--- src/rtl/gpx_pkg.sv ---
package gpx_pkg;

    typedef enum logic [1:0] {
        TGT_NONE  = 2'd0,
        TGT_DIR   = 2'd1,
        TGT_PULL  = 2'd2,
        TGT_STATE = 2'd3
    } gpx_tgt_e;

    localparam logic [7:0] OPC_DIR   = 8'hA1;
    localparam logic [7:0] OPC_PULL  = 8'hA2;
    localparam logic [7:0] OPC_STATE = 8'hA3;

    function automatic gpx_tgt_e decode_opc(input logic [7:0] opc);
        case (opc)
            OPC_DIR:   return TGT_DIR;
            OPC_PULL:  return TGT_PULL;
            OPC_STATE: return TGT_STATE;
            default:   return TGT_NONE;
        endcase
    endfunction

endpackage

--- src/rtl/gpx_reg_loader.sv ---
module gpx_reg_loader
    import gpx_pkg::*;
#(
    parameter int NPINS          = 16,
    parameter int INPUT_ONLY_PIN = 9
) (
    input  logic             clk,
    input  logic             rst_n,
    input  logic             wr_valid,
    input  logic             wr_is_cmd,
    input  logic [7:0]       wr_byte,
    output logic [NPINS-1:0] dir_o,
    output logic [NPINS-1:0] pull_o,
    output logic [NPINS-1:0] state_o
);
    localparam int NBYTES = NPINS / 8;
    localparam int CW     = (NBYTES > 2) ? $clog2(NBYTES) : 1;
    localparam logic [CW-1:0] LAST_IDX = CW'(NBYTES - 1);
    localparam logic [NPINS-1:0] DIR_MASK = ~(NPINS'(1) << INPUT_ONLY_PIN);

    typedef struct packed {
        gpx_tgt_e         tgt;
        logic [CW-1:0]    cnt;
        logic [NPINS-1:0] acc;
        logic [NPINS-1:0] dir;
        logic [NPINS-1:0] pull;
        logic [NPINS-1:0] state;
    } ld_t;

    ld_t ld_d, ld_q;
    logic [NPINS-1:0] word;

    always_comb begin
        ld_d = ld_q;
        word = {ld_q.acc[NPINS-9:0], wr_byte};
        if (wr_valid) begin
            if (wr_is_cmd) begin
                ld_d.tgt = decode_opc(wr_byte);
                ld_d.cnt = '0;
            end else if (ld_q.tgt != TGT_NONE) begin
                if (ld_q.cnt == LAST_IDX) begin
                    unique case (ld_q.tgt)
                        TGT_DIR:   ld_d.dir   = word & DIR_MASK;
                        TGT_PULL:  ld_d.pull  = word;
                        TGT_STATE: ld_d.state = word;
                        default:   ;
                    endcase
                    ld_d.tgt = TGT_NONE;
                    ld_d.cnt = '0;
                end else begin
                    ld_d.acc = word;
                    ld_d.cnt = ld_q.cnt + 1'b1;
                end
            end
        end
    end

    always_ff @(posedge clk or negedge rst_n) begin
        if (!rst_n) begin
            ld_q <= '{tgt: TGT_NONE, default: '0};
        end else begin
            ld_q <= ld_d;
        end
    end

    assign dir_o   = ld_q.dir;
    assign pull_o  = ld_q.pull;
    assign state_o = ld_q.state;

    // a command byte only opens a write, it never changes a register
    assert_cmd_no_change_R10: assert property (@(posedge clk) disable iff (!rst_n)
        (wr_valid && wr_is_cmd) |=> ($stable(ld_q.dir) && $stable(ld_q.pull) && $stable(ld_q.state)));

    // the input-only pin never holds an output direction
    assert_input_only_dir_R7: assert property (@(posedge clk) disable iff (!rst_n)
        !ld_q.dir[INPUT_ONLY_PIN]);

endmodule

--- src/rtl/gpx_pad_mux.sv ---
module gpx_pad_mux #(
    parameter int NPINS      = 16,
    parameter int CLKOUT_PIN = 3
) (
    input  logic [NPINS-1:0] dir_i,
    input  logic [NPINS-1:0] pull_i,
    input  logic [NPINS-1:0] state_i,
    input  logic [NPINS-1:0] claim_i,
    input  logic             slowclk_en_i,
    input  logic             slowclk_i,
    output logic [NPINS-1:0] oe_o,
    output logic [NPINS-1:0] out_o,
    output logic [NPINS-1:0] pull_en_o,
    output logic [NPINS-1:0] pull_up_o
);
    for (genvar i = 0; i < NPINS; i++) begin : g_pin
        logic gp_oe, gp_out, gp_pen, gp_pup;

        always_comb begin
            gp_oe  = 1'b0;
            gp_out = 1'b0;
            gp_pen = 1'b0;
            gp_pup = 1'b0;
            if (!claim_i[i]) begin
                if (dir_i[i]) begin
                    gp_oe  = 1'b1;
                    gp_out = state_i[i];
                end else begin
                    gp_pen = state_i[i];
                    gp_pup = state_i[i] & pull_i[i];
                end
            end
        end

        if (i == CLKOUT_PIN) begin : g_clk_pin
            always_comb begin
                oe_o[i]      = slowclk_en_i ? 1'b1 : gp_oe;
                out_o[i]     = slowclk_en_i ? slowclk_i : gp_out;
                pull_en_o[i] = slowclk_en_i ? 1'b0 : gp_pen;
                pull_up_o[i] = slowclk_en_i ? 1'b0 : gp_pup;
            end
        end else begin : g_plain_pin
            always_comb begin
                oe_o[i]      = gp_oe;
                out_o[i]     = gp_out;
                pull_en_o[i] = gp_pen;
                pull_up_o[i] = gp_pup;
            end
        end
    end

endmodule

--- src/rtl/gpx_level_sync.sv ---
module gpx_level_sync #(
    parameter int NPINS  = 16,
    parameter int STAGES = 2
) (
    input  logic             clk,
    input  logic             rst_n,
    input  logic [NPINS-1:0] pad_i,
    output logic [NPINS-1:0] level_o
);
    logic [STAGES-1:0][NPINS-1:0] sync_d, sync_q;

    always_comb begin
        sync_d[0] = pad_i;
        for (int s = 1; s < STAGES; s++) begin
            sync_d[s] = sync_q[s-1];
        end
    end

    always_ff @(posedge clk or negedge rst_n) begin
        if (!rst_n) begin
            sync_q <= '0;
        end else begin
            sync_q <= sync_d;
        end
    end

    assign level_o = sync_q[STAGES-1];

endmodule

--- src/rtl/gpx_port.sv ---
module gpx_port #(
    parameter int NPINS          = 16,
    parameter int INPUT_ONLY_PIN = 9,
    parameter int CLKOUT_PIN     = 3,
    parameter int SYNC_STAGES    = 2
) (
    input  logic             clk,
    input  logic             rst_n,
    input  logic             wr_valid,
    input  logic             wr_is_cmd,
    input  logic [7:0]       wr_byte,
    input  logic [NPINS-1:0] claim_mask,
    input  logic             slowclk_en,
    input  logic             slowclk,
    input  logic [NPINS-1:0] pad_in,
    output logic [NPINS-1:0] pad_oe,
    output logic [NPINS-1:0] pad_out,
    output logic [NPINS-1:0] pad_pull_en,
    output logic [NPINS-1:0] pad_pull_up,
    output logic [NPINS-1:0] port_level
);
    logic [NPINS-1:0] dir_q, pull_q, state_q;
    logic [NPINS-1:0] free_mask;

    gpx_reg_loader #(
        .NPINS(NPINS), .INPUT_ONLY_PIN(INPUT_ONLY_PIN)
    ) u_loader (
        .clk(clk), .rst_n(rst_n),
        .wr_valid(wr_valid), .wr_is_cmd(wr_is_cmd), .wr_byte(wr_byte),
        .dir_o(dir_q), .pull_o(pull_q), .state_o(state_q)
    );

    gpx_pad_mux #(
        .NPINS(NPINS), .CLKOUT_PIN(CLKOUT_PIN)
    ) u_mux (
        .dir_i(dir_q), .pull_i(pull_q), .state_i(state_q),
        .claim_i(claim_mask), .slowclk_en_i(slowclk_en), .slowclk_i(slowclk),
        .oe_o(pad_oe), .out_o(pad_out), .pull_en_o(pad_pull_en), .pull_up_o(pad_pull_up)
    );

    gpx_level_sync #(
        .NPINS(NPINS), .STAGES(SYNC_STAGES)
    ) u_sync (
        .clk(clk), .rst_n(rst_n), .pad_i(pad_in), .level_o(port_level)
    );

    always_comb begin
        free_mask = ~claim_mask;
        if (slowclk_en) begin
            free_mask[CLKOUT_PIN] = 1'b1;
        end
    end

    // the input-only pin is never driven
    assert_pin_never_driven_R7: assert property (@(posedge clk) disable iff (!rst_n)
        !pad_oe[INPUT_ONLY_PIN]);

    // a pin is either driven or pulled, never both
    assert_drive_pull_exclusive_R5: assert property (@(posedge clk) disable iff (!rst_n)
        (pad_oe & pad_pull_en) == '0);

    // claimed pins (other than a slow-clock pin 3) are released by the GPIO logic
    assert_claimed_released_R9: assert property (@(posedge clk) disable iff (!rst_n)
        ((pad_oe | pad_pull_en | pad_pull_up) & ~free_mask) == '0);

    // the slow clock owns its pin while enabled
    assert_slowclk_owns_pin_R8: assert property (@(posedge clk) disable iff (!rst_n)
        slowclk_en |-> (pad_oe[CLKOUT_PIN] && (pad_out[CLKOUT_PIN] == slowclk) && !pad_pull_en[CLKOUT_PIN]));

endmodule

--- config.mk ---
export PLATFORM = sky130hd
export DESIGN_NAME = gpx_port
export DESIGN_NICKNAME = d
export VERILOG_FILES = /design/src/rtl/gpx_pkg.sv /design/src/rtl/gpx_reg_loader.sv /design/src/rtl/gpx_pad_mux.sv /design/src/rtl/gpx_level_sync.sv /design/src/rtl/gpx_port.sv
export SDC_FILE = /design/constraint.sdc
export NUM_CORES = 1
export LEC_CHECK = 0
export BUFFER_PORTS_ARGS = -buffer_cell sky130_fd_sc_hd__buf_2
export CORE_UTILIZATION = 46
export DETAILED_ROUTE_END_ITERATION = 12
export PLACE_DENSITY = 0.85
export SETUP_SLACK_MARGIN = 0.5
export SYNTH_ARGS = -nofsm -noshare
export SYNTH_HDL_FRONTEND = slang
export SYNTH_SLANG_ARGS = --single-unit
--- constraint.sdc ---
create_clock -name clk -period 1.55 [get_ports clk]
set_input_delay 0.155 -clock clk [delete_from_list [all_inputs] [get_ports clk]]
set_output_delay 0.155 -clock clk [all_outputs]
set_load 0.03 [all_outputs]
* Yosys cells after proc, flatten, opt, wreduce, memory -nomap -nowiden
Cells that the tools add are included.
** Word-level totals
- Word-level logic and storage cells :: 178
- Register bits after elaboration :: 98
- Bits of input ports :: 46
- Output and inout bits :: 80
** Operators by class
- Mux-type cells :: 136
- Bitwise operators :: 18
- Equality and inequality tests :: 6
- Reduce and logical (&&, ||, !) cells :: 9
- $add $sub $neg :: 1
** Operators by type and width (count)
- 1-bit 2-to-1 mux :: 127
- 67-bit 2-to-1 mux :: 1
- 16-bit 2-to-1 mux :: 4
- 48-bit 2-to-1 mux :: 1
- 8-bit equality test (second input constant) :: 3
- 1-bit bitwise AND :: 16
- 5-bit AND reduction :: 3
- 2-bit case mux with 3 select lines :: 1
- 2-bit nonzero test :: 3
- 2-bit equality test (second input constant) :: 2
- 4-bit AND reduction :: 1
- 3-bit 2-to-1 mux :: 1
- 3-bit AND reduction :: 1
- 2-bit by 1-bit equality test with 1-bit output (second input constant) :: 1
- 2-bit 2-to-1 mux :: 1
- 1-bit inverter :: 2
- 2-bit AND reduction :: 1
- 1-bit adder (second input constant) :: 1

* Logic depth before layout (Yosys ltp)
Gate-level depths: netlist of run 1.
- Depth in word-level cells :: 5
- Mapped depth :: 5
- Gate-level depth less buffers :: 3

* Hierarchy
Synthesis of run 1 repeated with hierarchy kept, for this count alone.
** Second synthesis, totals
- Cell total of the unflattened synthesis :: 344
- Area total of the unflattened synthesis :: 4414.2 um2
** Modules (own cells, without submodules)
- gpx_reg_loader :: instances 1, cells each 185, seq. area each 1451.4 um2, area an instance 2681.3 um2
- gpx_pad_mux :: instances 1, cells each 127, seq. area each 0.0 um2, area an instance 932.1 um2
- gpx_level_sync :: instances 1, cells each 32, seq. area each 800.8 um2, area an instance 800.8 um2

* Worst setup path before layout of run 1
Ideal clock, no wire load.
- Path type :: register -> output
- From :: register u_loader.ld_q (netlist bit u_loader.dir_o[3])
- To :: output port pad_pull_up[3]
- Buffers on the path :: 0
- Data arrival time :: 1.951 ns
- Required time :: 1.395 ns
- Slack :: -0.556 ns
- Stages on the path, launching flop included :: 3
- Cell sequence :: dfrtp_1 > nor4b_1 > and2_1
** On the way
- Cells in the longest elaborated chain, start to end :: 3
** RTL lines
- start: declaration :: RTL line gpx_reg_loader.sv:30 : ld_t ld_d, ld_q;
- start signal: assignment :: RTL line gpx_reg_loader.sv:62 : ld_q <= ld_d;
- 1-bit 2-to-1 mux :: RTL line gpx_pad_mux.sv:25 : if (dir_i[i]) begin
- 1-bit 2-to-1 mux :: RTL line gpx_pad_mux.sv:24 : if (!claim_i[i]) begin
- 1-bit 2-to-1 mux :: RTL line gpx_pad_mux.sv:40 : pull_up_o[i] = slowclk_en_i ? 1'b0 : gp_pup;
- end: declaration :: RTL line gpx_port.sv:19 : output logic [NPINS-1:0] pad_pull_up,
No other way between the ends.

* Worst setup path in the final report of run 1
- From :: register u_loader.ld_q[64] (netlist bit)
- To :: register u_loader.ld_q[53] (netlist bit)
** On the way
- Cells in the longest elaborated chain, start to end :: 2
** RTL lines
- 1-bit inverter (no line)
- 4-bit AND reduction (no line)
No other way between the ends.
A chain may end at the register's enable or synchronous reset.

==> impl_metrics.env, run 1 <==
export IMPL_start_util=0.480
export IMPL_grt_pass1_vias=2950
export IMPL_timing_final_crit_share=0.989
export IMPL_ff2ff_path_depth=3
export IMPL_remaining_drc_errors=0
export IMPL_ctsLongestPathBuffers=2
export IMPL_max_cap_violations=0
export IMPL_leakagePower_nw=2.95
export IMPL_power_frac_comb=0.094
export IMPL_rrSetupSlack_ps=20
export IMPL_gr_usage_all_layers=0.222
export IMPL_drive_gt1_frac=0.657
export IMPL_wl_per_cell_microns=18.9
export IMPL_grt_max_degree=36
export IMPL_grt_use_met1=0.257
export IMPL_post_route_worst_setup_slack_ps=17.0
export IMPL_syn_inst=294
export IMPL_fmax_mhz=652
export IMPL_vias=2707
export IMPL_setup_violations=0
export IMPL_num_antenna_cells=0
export IMPL_synth_cell_area_sq_um=3980
export IMPL_dp_slack_ps=-1.38
export IMPL_p_int_mw=3.23
export IMPL_arrival_ps=1780
export IMPL_clock_sinks=90
export IMPL_final_cell_mix="dfrtp_1 (88), buf_6 (87), buf_2 (45)"
export IMPL_crit_type="flop to flop"
export IMPL_syn_avg_cell_area_sq_um=13.5
export IMPL_clock_latency_ps=360
export IMPL_antenna_found_initial=0
export IMPL_coreArea_sq_um=8300
export IMPL_synth_warnings=0
export IMPL_finalWirelength_microns=10100
export IMPL_fp_dieH_microns=95.0
export IMPL_rsz0062_at_grt="true"
export IMPL_row_count=33
export IMPL_hold_start="wr_byte[7]"
export IMPL_regArea_sq_um=2250
export IMPL_use_met3=0.0263
export IMPL_report_power_total_mw=4.45
export IMPL_final_cell_count_no_fill=537
export IMPL_ant_nets=0
export IMPL_pwr_density_cell_nw_per_um2=758
export IMPL_regToRegEndpoint="u_loader.ld_q[53]"
export IMPL_min_period_ps=1530
export IMPL_yosysTopAreaCell="dfrtp_1"
export IMPL_synthTopCellsByArea="dfrtp_1 (57%), mux2_2 (13%), buf_4 (11%)"
export IMPL_rr_startpoint="u_loader.ld_q[64]"
export IMPL_synth_distinct_cells=29
export IMPL_ir_drop_mv=0.522
export IMPL_crit_fanout=8
export IMPL_cts_max_level=3
export IMPL_synth_top_cell_area_share=0.566
export IMPL_dp_hpwl_microns=5660
export IMPL_clkTransAtPathRegs_ps=100
export IMPL_dieWidth_microns=95.0
export IMPL_critical_path_startpoint="u_loader.ld_q[64]"
export IMPL_ys_seq_elements=90
export IMPL_grt_pass1_wl_microns=14800
export IMPL_io_buffers=123
export IMPL_dp_cells=469
export IMPL_slew_violations=0
export IMPL_cts_tree="built"
export IMPL_gp_congestion=0.798
export IMPL_nNetsFinal=473
export IMPL_fill_cells=541
export IMPL_drtIter0Drc=120
export IMPL_status="finished clean"
export IMPL_switching_share=0.274
export IMPL_p_switching_mw=1.22
export IMPL_multi_input_area_sq_um=1580
export IMPL_final_common_cell="dfrtp_1"
export IMPL_grt_ovfl_total=0
export IMPL_vias_per_cell=5.04
export IMPL_use_met2=0.406
export IMPL_hold_viol=0
export IMPL_cts_root_buffer="clkbuf_8"
export IMPL_cp_endpoint="u_loader.ld_q[53]"
export IMPL_post_route_util=0.708
export IMPL_die_area_sq_um=9030
export IMPL_final_setup_tns_ps=0
export IMPL_io_pins=126
export IMPL_ys_seq_area_frac=0.566
export IMPL_sequentialPowerShare=0.552
export IMPL_p_clk_frac=0.354
export IMPL_syn2layout_area_growth_pct=47.5
export IMPL_crit_path_start_kind="flop"
export IMPL_numCtsBuffers=9
export IMPL_finClkSkew_ps=9.44
export IMPL_worstPathRequired_ps=1800
export IMPL_busiest_layer="met2"
export IMPL_dr_pass1_iters=4
export IMPL_hold_class="primary input to flop"
export IMPL_cp_end_kind="flop"
## worst min path at each step
stage,cells past startpoint,endpoint
floorplan,0,u_loader.dir_o[0]
global placement,1,u_sync.level_o[9]
detailed placement,1,u_sync.level_o[9]
CTS,2,u_loader.ld_q[64]
global route,2,u_loader.dir_o[4]
finish,2,u_loader.pull_o[7]
## worst max-delay path: stages (launching register included)
cell and delay, ps:
dfrtp_2 460, nor2b_2 180, or3b_4 470, mux2_2 320
## kinds of logic (layout without fill, tap and decap cells)
family,Yosys count,after routing,synth area share
DFF,90,90,0.566
and+or+nand+nor,74,74,0.130
other,1,2,0.000942
muxes,56,56,0.167
buffers and inverters,67,204,0.126
AOI/OAI and AO/OA,6,6,0.0104
## per-layer routing
metal / vias to the layer above / routed length (microns)
met1: 1389 / 4020
met4: 0 / 273
met2: 92 / 5570
met5: - / 0
met3: 25 / 285
li1: 1201 / -
## metrics by stage
step           area, sq um  hold slack [ps]
6_report              5880              108
3_3_place_gp          4380              132
3_5_place_dp          4380              138
5_1_grt               5880              107
4_1_cts               5500             58.9
2_1_floorplan         4020             -141
## state kept, by name (all words and copies together), names as in the netlist
signal and count:
u_sync.level_o 16, u_loader.pull_o 16, u_sync.sync_d 16, u_loader.ld_q 11
u_loader.state_o 16, u_loader.dir_o 15
## synth_stat cells, drive strengths merged
cell	instances
a21o	1
o22ai	1
nand4b	1
and3b	14
nand2	2
nor2b	16
nand2b	2
o21ai	2
nor4b	1
nor2	2
or3	1
nor3	1
nand3	2
and2	16
a22o	2
dfrtp	90
mux2i	1
mux2	55
inv	2
or3b	1
conb	1
nor3b	14
buf	65
nor4	1
## area by class of cell
class / instances / area share
repair buffers: 186 / 0.290
clock buffers: 9 / 0.0211
clock inverters: 7 / 0.0124
multi-input cells: 138 / 0.269
well taps: 105 / 0.0224
inverters: 2 / 0.00128
flip-flops and latches: 90 / 0.384
## power groups by stage
stage / Clock, mW / Sequential (mW) / Combinational, mW
floorplan: 0 / 2.53 / 0.0701
global placement: 0 / 2.49 / 0.275
detailed placement: 0 / 2.49 / 0.290
CTS: 1.59 / 2.45 / 0.388
global route: 1.71 / 2.46 / 0.447
finish: 1.58 / 2.46 / 0.419
## repair_timing
item,4_1_cts,5_1_grt
resized for setup,178,73
hold buffers,17,0
pin swaps,20,14
setup buffers,18,15
endpoints found under the hold margin,47,0
gates cloned,1,1
endpoints found under the setup margin,134,132
(Power assumes the default switching activity.)
==> run 2: changes to the inputs <==
ABC_AREA = 1   (was not set)
==> impl_metrics.env, run 2 <==
export IMPL_status="finished clean"
export IMPL_synth_common_cells="dfrtp_1 (90), nand2_1 (70), inv_1 (68), buf_4 (63), o21ai_0 (40)"
export IMPL_max_cap_violations=0
export IMPL_grt_ovfl_total=0
export IMPL_start_util=0.486
export IMPL_antenna_found_initial=1
export IMPL_timing_final_crit_share=0.941
export IMPL_clock_sinks=90
export IMPL_yosys_most_used_dff="dfrtp_1"
export IMPL_synth_edf_count=0
export IMPL_die_area_sq_um=9230
export IMPL_drive_gt1_frac=0.708
export IMPL_final_cell_mix="dfrtp_1 (83), buf_4 (72), buf_6 (68)"
export IMPL_multi_input_area_sq_um=1880
export IMPL_synth_warnings=0
export IMPL_clock_latency_ps=350
export IMPL_placed_cell_area_sq_um=4400
export IMPL_io_pins=126
export IMPL_crit_slowest_cell="dfrtp_1"
export IMPL_synth_cell_area_sq_um=4070
export IMPL_rsz0062_at_grt="true"
export IMPL_cts_tree="built"
export IMPL_rr_startpoint="u_loader.ld_q[66]"
export IMPL_regArea_sq_um=2260
export IMPL_cp_common_cell="buf_4"
export IMPL_finalWirelength_microns=13300
export IMPL_cp_num_buf_inv=2
export IMPL_hold_viol=0
export IMPL_coreArea_sq_um=8380
export IMPL_yosysMostFrequentCell="dfrtp_1"
export IMPL_crit_fanout=3
export IMPL_drtIter0Drc=143
export IMPL_fill_cells=423
export IMPL_async_flop_share=1.00
export IMPL_fp_dieH_microns=96.1
export IMPL_cts_root_buffer="clkbuf_8"
export IMPL_cts_max_level=3
export IMPL_dp_slack_ps=209
export IMPL_cp_end_kind="primary output"
export IMPL_synthTopCellsByArea="dfrtp_1 (55%), buf_4 (12%), nand2_1 (6.5%)"
export IMPL_hold_slack_ps=76.3
export IMPL_ys_seq_elements=90
export IMPL_vias_per_cell=5.09
export IMPL_gp_congestion=0.799
export IMPL_synth_distinct_cells=24
export IMPL_synth_top_cell_area_share=0.553
export IMPL_syn_inst=435
export IMPL_row_count=33
export IMPL_crit_chain="buf_4 -> nor4_2 -> buf_4"
export IMPL_final_setup_tns_ps=0
export IMPL_crit_type="flop to primary output"
export IMPL_cp_top_family="flip-flops"
export IMPL_numCtsBuffers=9
export IMPL_ant_nets=0
export IMPL_post_route_worst_setup_slack_ps=92.1
export IMPL_report_power_total_mw=7.57
export IMPL_dieWidth_microns=96.1
export IMPL_min_period_ps=1460
export IMPL_syn_avg_cell_area_sq_um=9.36
export IMPL_fin_area_sq_um=6950
export IMPL_pwr_density_cell_nw_per_um2=1090
export IMPL_arrival_ps=1300
export IMPL_ys_seq_area_frac=0.553
export IMPL_fmax_mhz=686
export IMPL_vias=3611
export IMPL_gr_usage_all_layers=0.243
export IMPL_remaining_drc_errors=0
export IMPL_dr_pass1_iters=5
export IMPL_slowest_delay_ps=430
export IMPL_final_common_cell="dfrtp_1"
export IMPL_finClkSkew_ps=13.6
export IMPL_dp_hpwl_microns=5650
export IMPL_yosysTopAreaCell="dfrtp_1"
export IMPL_leakagePower_nw=3.41
export IMPL_nNetsFinal=644
export IMPL_wl_per_cell_microns=18.7
export IMPL_ctsLongestPathBuffers=2
export IMPL_slew_violations=0
export IMPL_grt_max_degree=40
export IMPL_critical_path_startpoint="u_loader.dir_o[14]"
export IMPL_clkTransAtPathRegs_ps=110
export IMPL_crit_path_start_kind="flop"
export IMPL_grt_pass1_vias=3357
export IMPL_ir_drop_mv=0.872
export IMPL_syn2layout_area_growth_pct=70.6
export IMPL_worstPathRequired_ps=1390
export IMPL_hold_start="wr_byte[7]"
export IMPL_io_buffers=123
export IMPL_grt_pass1_wl_microns=16400
export IMPL_setup_violations=0
export IMPL_hold_class="primary input to flop"
[run 2: metrics by stage]
stage,utilization,instances
final,0.829,709
after global routing,0.829,709
after CTS,0.725,686
after detailed placement,0.525,601
after global placement,0.525,601
after floorplan,-,436
[run 2: final timing paths]
path,to,slack (ps),cells after the start
max,pad_pull_up[14],90,3
min,u_loader.state_o[7],80,3
max reg2reg,u_loader.ld_q[51],100,7
min reg2reg,u_sync.level_o[7],360,0
max in group asynchronous,u_loader.pull_o[11],770,3
min in group asynchronous,u_sync.sync_d[31],230,2
[run 2: kinds of logic (layout without fill, tap and decap cells)]
family	Yosys count	after routing	share of synthesized area
buffers and inverters	139	306	0.193
DFF	90	90	0.553
other	1	3	0.000921
and+or+nand+nor	147	147	0.169
AOI/OAI and AO/OA	58	58	0.0842
[run 2: what timing repair did]
action                                  in CTS  in global routing
hold endpoints to repair                    35                  0
hold buffers                                17                  0
setup buffers                               42                 21
pin swaps                                   10                 32
gates cloned                                10                  1
resized for setup                          234                208
endpoints found under the setup margin     130                136
[run 2: cell type report]
cell class                 count  area share
clock inverter                 6      0.0139
sequential                    90       0.325
timing repair buffer         221       0.312
antenna                        1    0.000360
tap                          105      0.0189
multi-input combinational    207       0.271
clock buffer                  10      0.0184
inverter                      69      0.0402
[run 2: power by group]
group          total, mW  switching (mW)  internal (mW)
clock               1.82           0.884          0.933
sequential          3.13           0.391           2.74
combinational       2.63            1.43           1.19
total               7.57            2.71           4.86
[run 2: worst register-to-register path, cell delays in order (launching register included)]
cell	delay, ps
dfrtp_1	450
buf_6	140
buf_6	110
nor2_4	130
nand3b_4	200
buf_12	150
nand2_2	60
o21ai_1	130
[run 2: routing by layer]
layer,wire (microns),track usage,vias up,part of all wire
met1,4870,0.285,1803,0.37
li1,-,-,1642,-
met3,499,0.0363,30,0.038
met4,403,0.107,0,0.030
met2,7500,0.438,136,0.57
met5,0,0,-,0
==> run 3: changes to the inputs <==
BUFFER_PORTS_ARGS = not set   (was -buffer_cell sky130_fd_sc_hd__buf_2)
CORE_UTILIZATION = 57   (was 46)
DONT_BUFFER_PORTS = 1   (was not set)
PLACE_DENSITY = 0.84   (was 0.85)
==> impl_metrics.env, run 3 (synthesis results as in run 2) <==
export IMPL_grt_pass1_wl_microns=18900
export IMPL_io_buffers=0
export IMPL_regArea_sq_um=2280
export IMPL_clkTransAtPathRegs_ps=110
export IMPL_max_cap_violations=0
export IMPL_crit_path_start_kind="flop"
export IMPL_ctsHoldBuffers=25
export IMPL_crit_chain="nor4_2 -> buf_4"
export IMPL_fmax_mhz=628
export IMPL_finClkSkew_ps=14.8
export IMPL_pwr_density_cell_nw_per_um2=1160
export IMPL_ant_nets=0
export IMPL_dieWidth_microns=86.5
export IMPL_ir_drop_mv=0.922
export IMPL_crit_type="flop to primary output"
export IMPL_drtIter0Drc=387
export IMPL_worstPathRequired_ps=1390
export IMPL_status="finished with violations"
export IMPL_rrSetupSlack_ps=90
export IMPL_gp_congestion=0.791
export IMPL_finalWirelength_microns=16300
export IMPL_hold_viol=91
export IMPL_clock_sinks=90
export IMPL_final_cell_mix="buf_4 (66), dfrtp_1 (64), inv_1 (45)"
export IMPL_grt_max_degree=91
export IMPL_nNetsFinal=561
export IMPL_numCtsBuffers=9
export IMPL_min_period_ps=1590
export IMPL_hold_class="primary input to async pin"
export IMPL_post_route_util=0.932
export IMPL_crit_slowest_cell="dfrtp_2"
export IMPL_violations="hold timing, setup timing"
export IMPL_dr_pass1_iters=6
export IMPL_row_count=30
export IMPL_slowest_delay_ps=480
export IMPL_rr_startpoint="u_loader.ld_q[64]"
export IMPL_dp_hpwl_microns=5540
export IMPL_drive_gt1_frac=0.679
export IMPL_syn2layout_area_growth_pct=56.3
export IMPL_slew_violations=0
export IMPL_vias_per_cell=6.19
export IMPL_cts_max_level=3
export IMPL_timing_final_crit_share=1.03
export IMPL_cp_end_kind="primary output"
export IMPL_io_pins=126
export IMPL_dp_cells=511
export IMPL_rsz0062_at_grt="true"
export IMPL_post_route_worst_setup_slack_ps=-41.8
export IMPL_start_util=0.596
export IMPL_crit_fanout=4
export IMPL_grt_ovfl_total=0
export IMPL_hold_slack_ps=-561
export IMPL_arrival_ps=1440
export IMPL_fp_dieH_microns=86.5
export IMPL_leakagePower_nw=3.00
export IMPL_grt_pass1_vias=3614
export IMPL_setup_violations=3
export IMPL_cts_root_buffer="clkbuf_8"
export IMPL_multi_input_area_sq_um=1960
export IMPL_vias=3817
export IMPL_cts_tree="built"
export IMPL_final_common_cell="buf_4"
export IMPL_gr_usage_all_layers=0.352
export IMPL_die_area_sq_um=7490
export IMPL_coreArea_sq_um=6830
export IMPL_fill_cells=215
export IMPL_remaining_drc_errors=0
export IMPL_wl_per_cell_microns=26.4
export IMPL_final_cell_count_no_fill=617
export IMPL_ctsLongestPathBuffers=2
export IMPL_critical_path_startpoint="u_loader.dir_o[10]"
export IMPL_clock_latency_ps=390
export IMPL_antenna_found_initial=1
[run 3: changes by cell type in the layout (fill, tap and decap cells not counted), moves of 6 or more]
cell	change
buf_2	-44
buf_4	-6
dfrtp_1	-19
buf_6	-46
inv_1	+9
dfrtp_2	+19
dlygate4sd3_1	+8
[run 3: metrics by stage]
stage	TNS, ps	hold slack (ps)	setup slack (ps)	power, mW	area (sq um)
floorplan	0	-141	318	4.20	4120
global placement	0	-139	279	4.33	4090
detailed placement	0	-140	226	4.42	4090
CTS	0	-542	108	6.55	5620
global route	-246	-580	-76.2	7.58	6370
finish	-103	-561	-41.8	7.39	6370
[run 3: critical path: cells and delay by family (launching register included)]
| kind | cells | cell delay [ps] |
|---|---|---|
| flops | 1 | 480 |
| simple gates | 1 | 350 |
| buf+inv | 1 | 230 |
[run 3: final timing paths]
path | endpoint | cells after the start
setup / recovery | pad_pull_up[10] | 2
hold / removal | u_sync.sync_d[27] | 0
setup reg to reg | u_loader.pull_o[13] | 8
hold reg to reg | u_sync.level_o[7] | 0
max in group asynchronous | u_loader.ld_q[66] | 0
min in group clk | u_loader.dir_o[5] | 2
[run 3: per-layer routing]
layer  GRT usage  share of wire
met1       0.379           0.33
met2       0.618           0.50
met3      0.0886           0.10
met4       0.224          0.072
met5           0              0
[run 3: cell type report]
cell class	count	area share
inverter	69	0.0419
tap	96	0.0189
clock inverter	7	0.0126
timing repair buffer	136	0.239
multi-input combinational	209	0.309
clock buffer	9	0.0195
sequential	90	0.359
antenna	1	0.000393
[run 3: power by group]
part / internal [mW] / switching (mW) / leakage [nW] / total, mW
Clock: 0.644 / 1.05 / 0.0998 / 1.69
Combinational: 1.04 / 1.46 / 1.88 / 2.50
Sequential: 2.74 / 0.456 / 1.02 / 3.20
[run 3: repair_timing]
action / in CTS / in global routing
gates cloned: 12 / 1
pin swaps: 15 / 17
hold endpoints to repair: 136 / 90
buffers inserted: 30 / 21
setup endpoints to repair: 123 / 132
resized for setup: 176 / 159
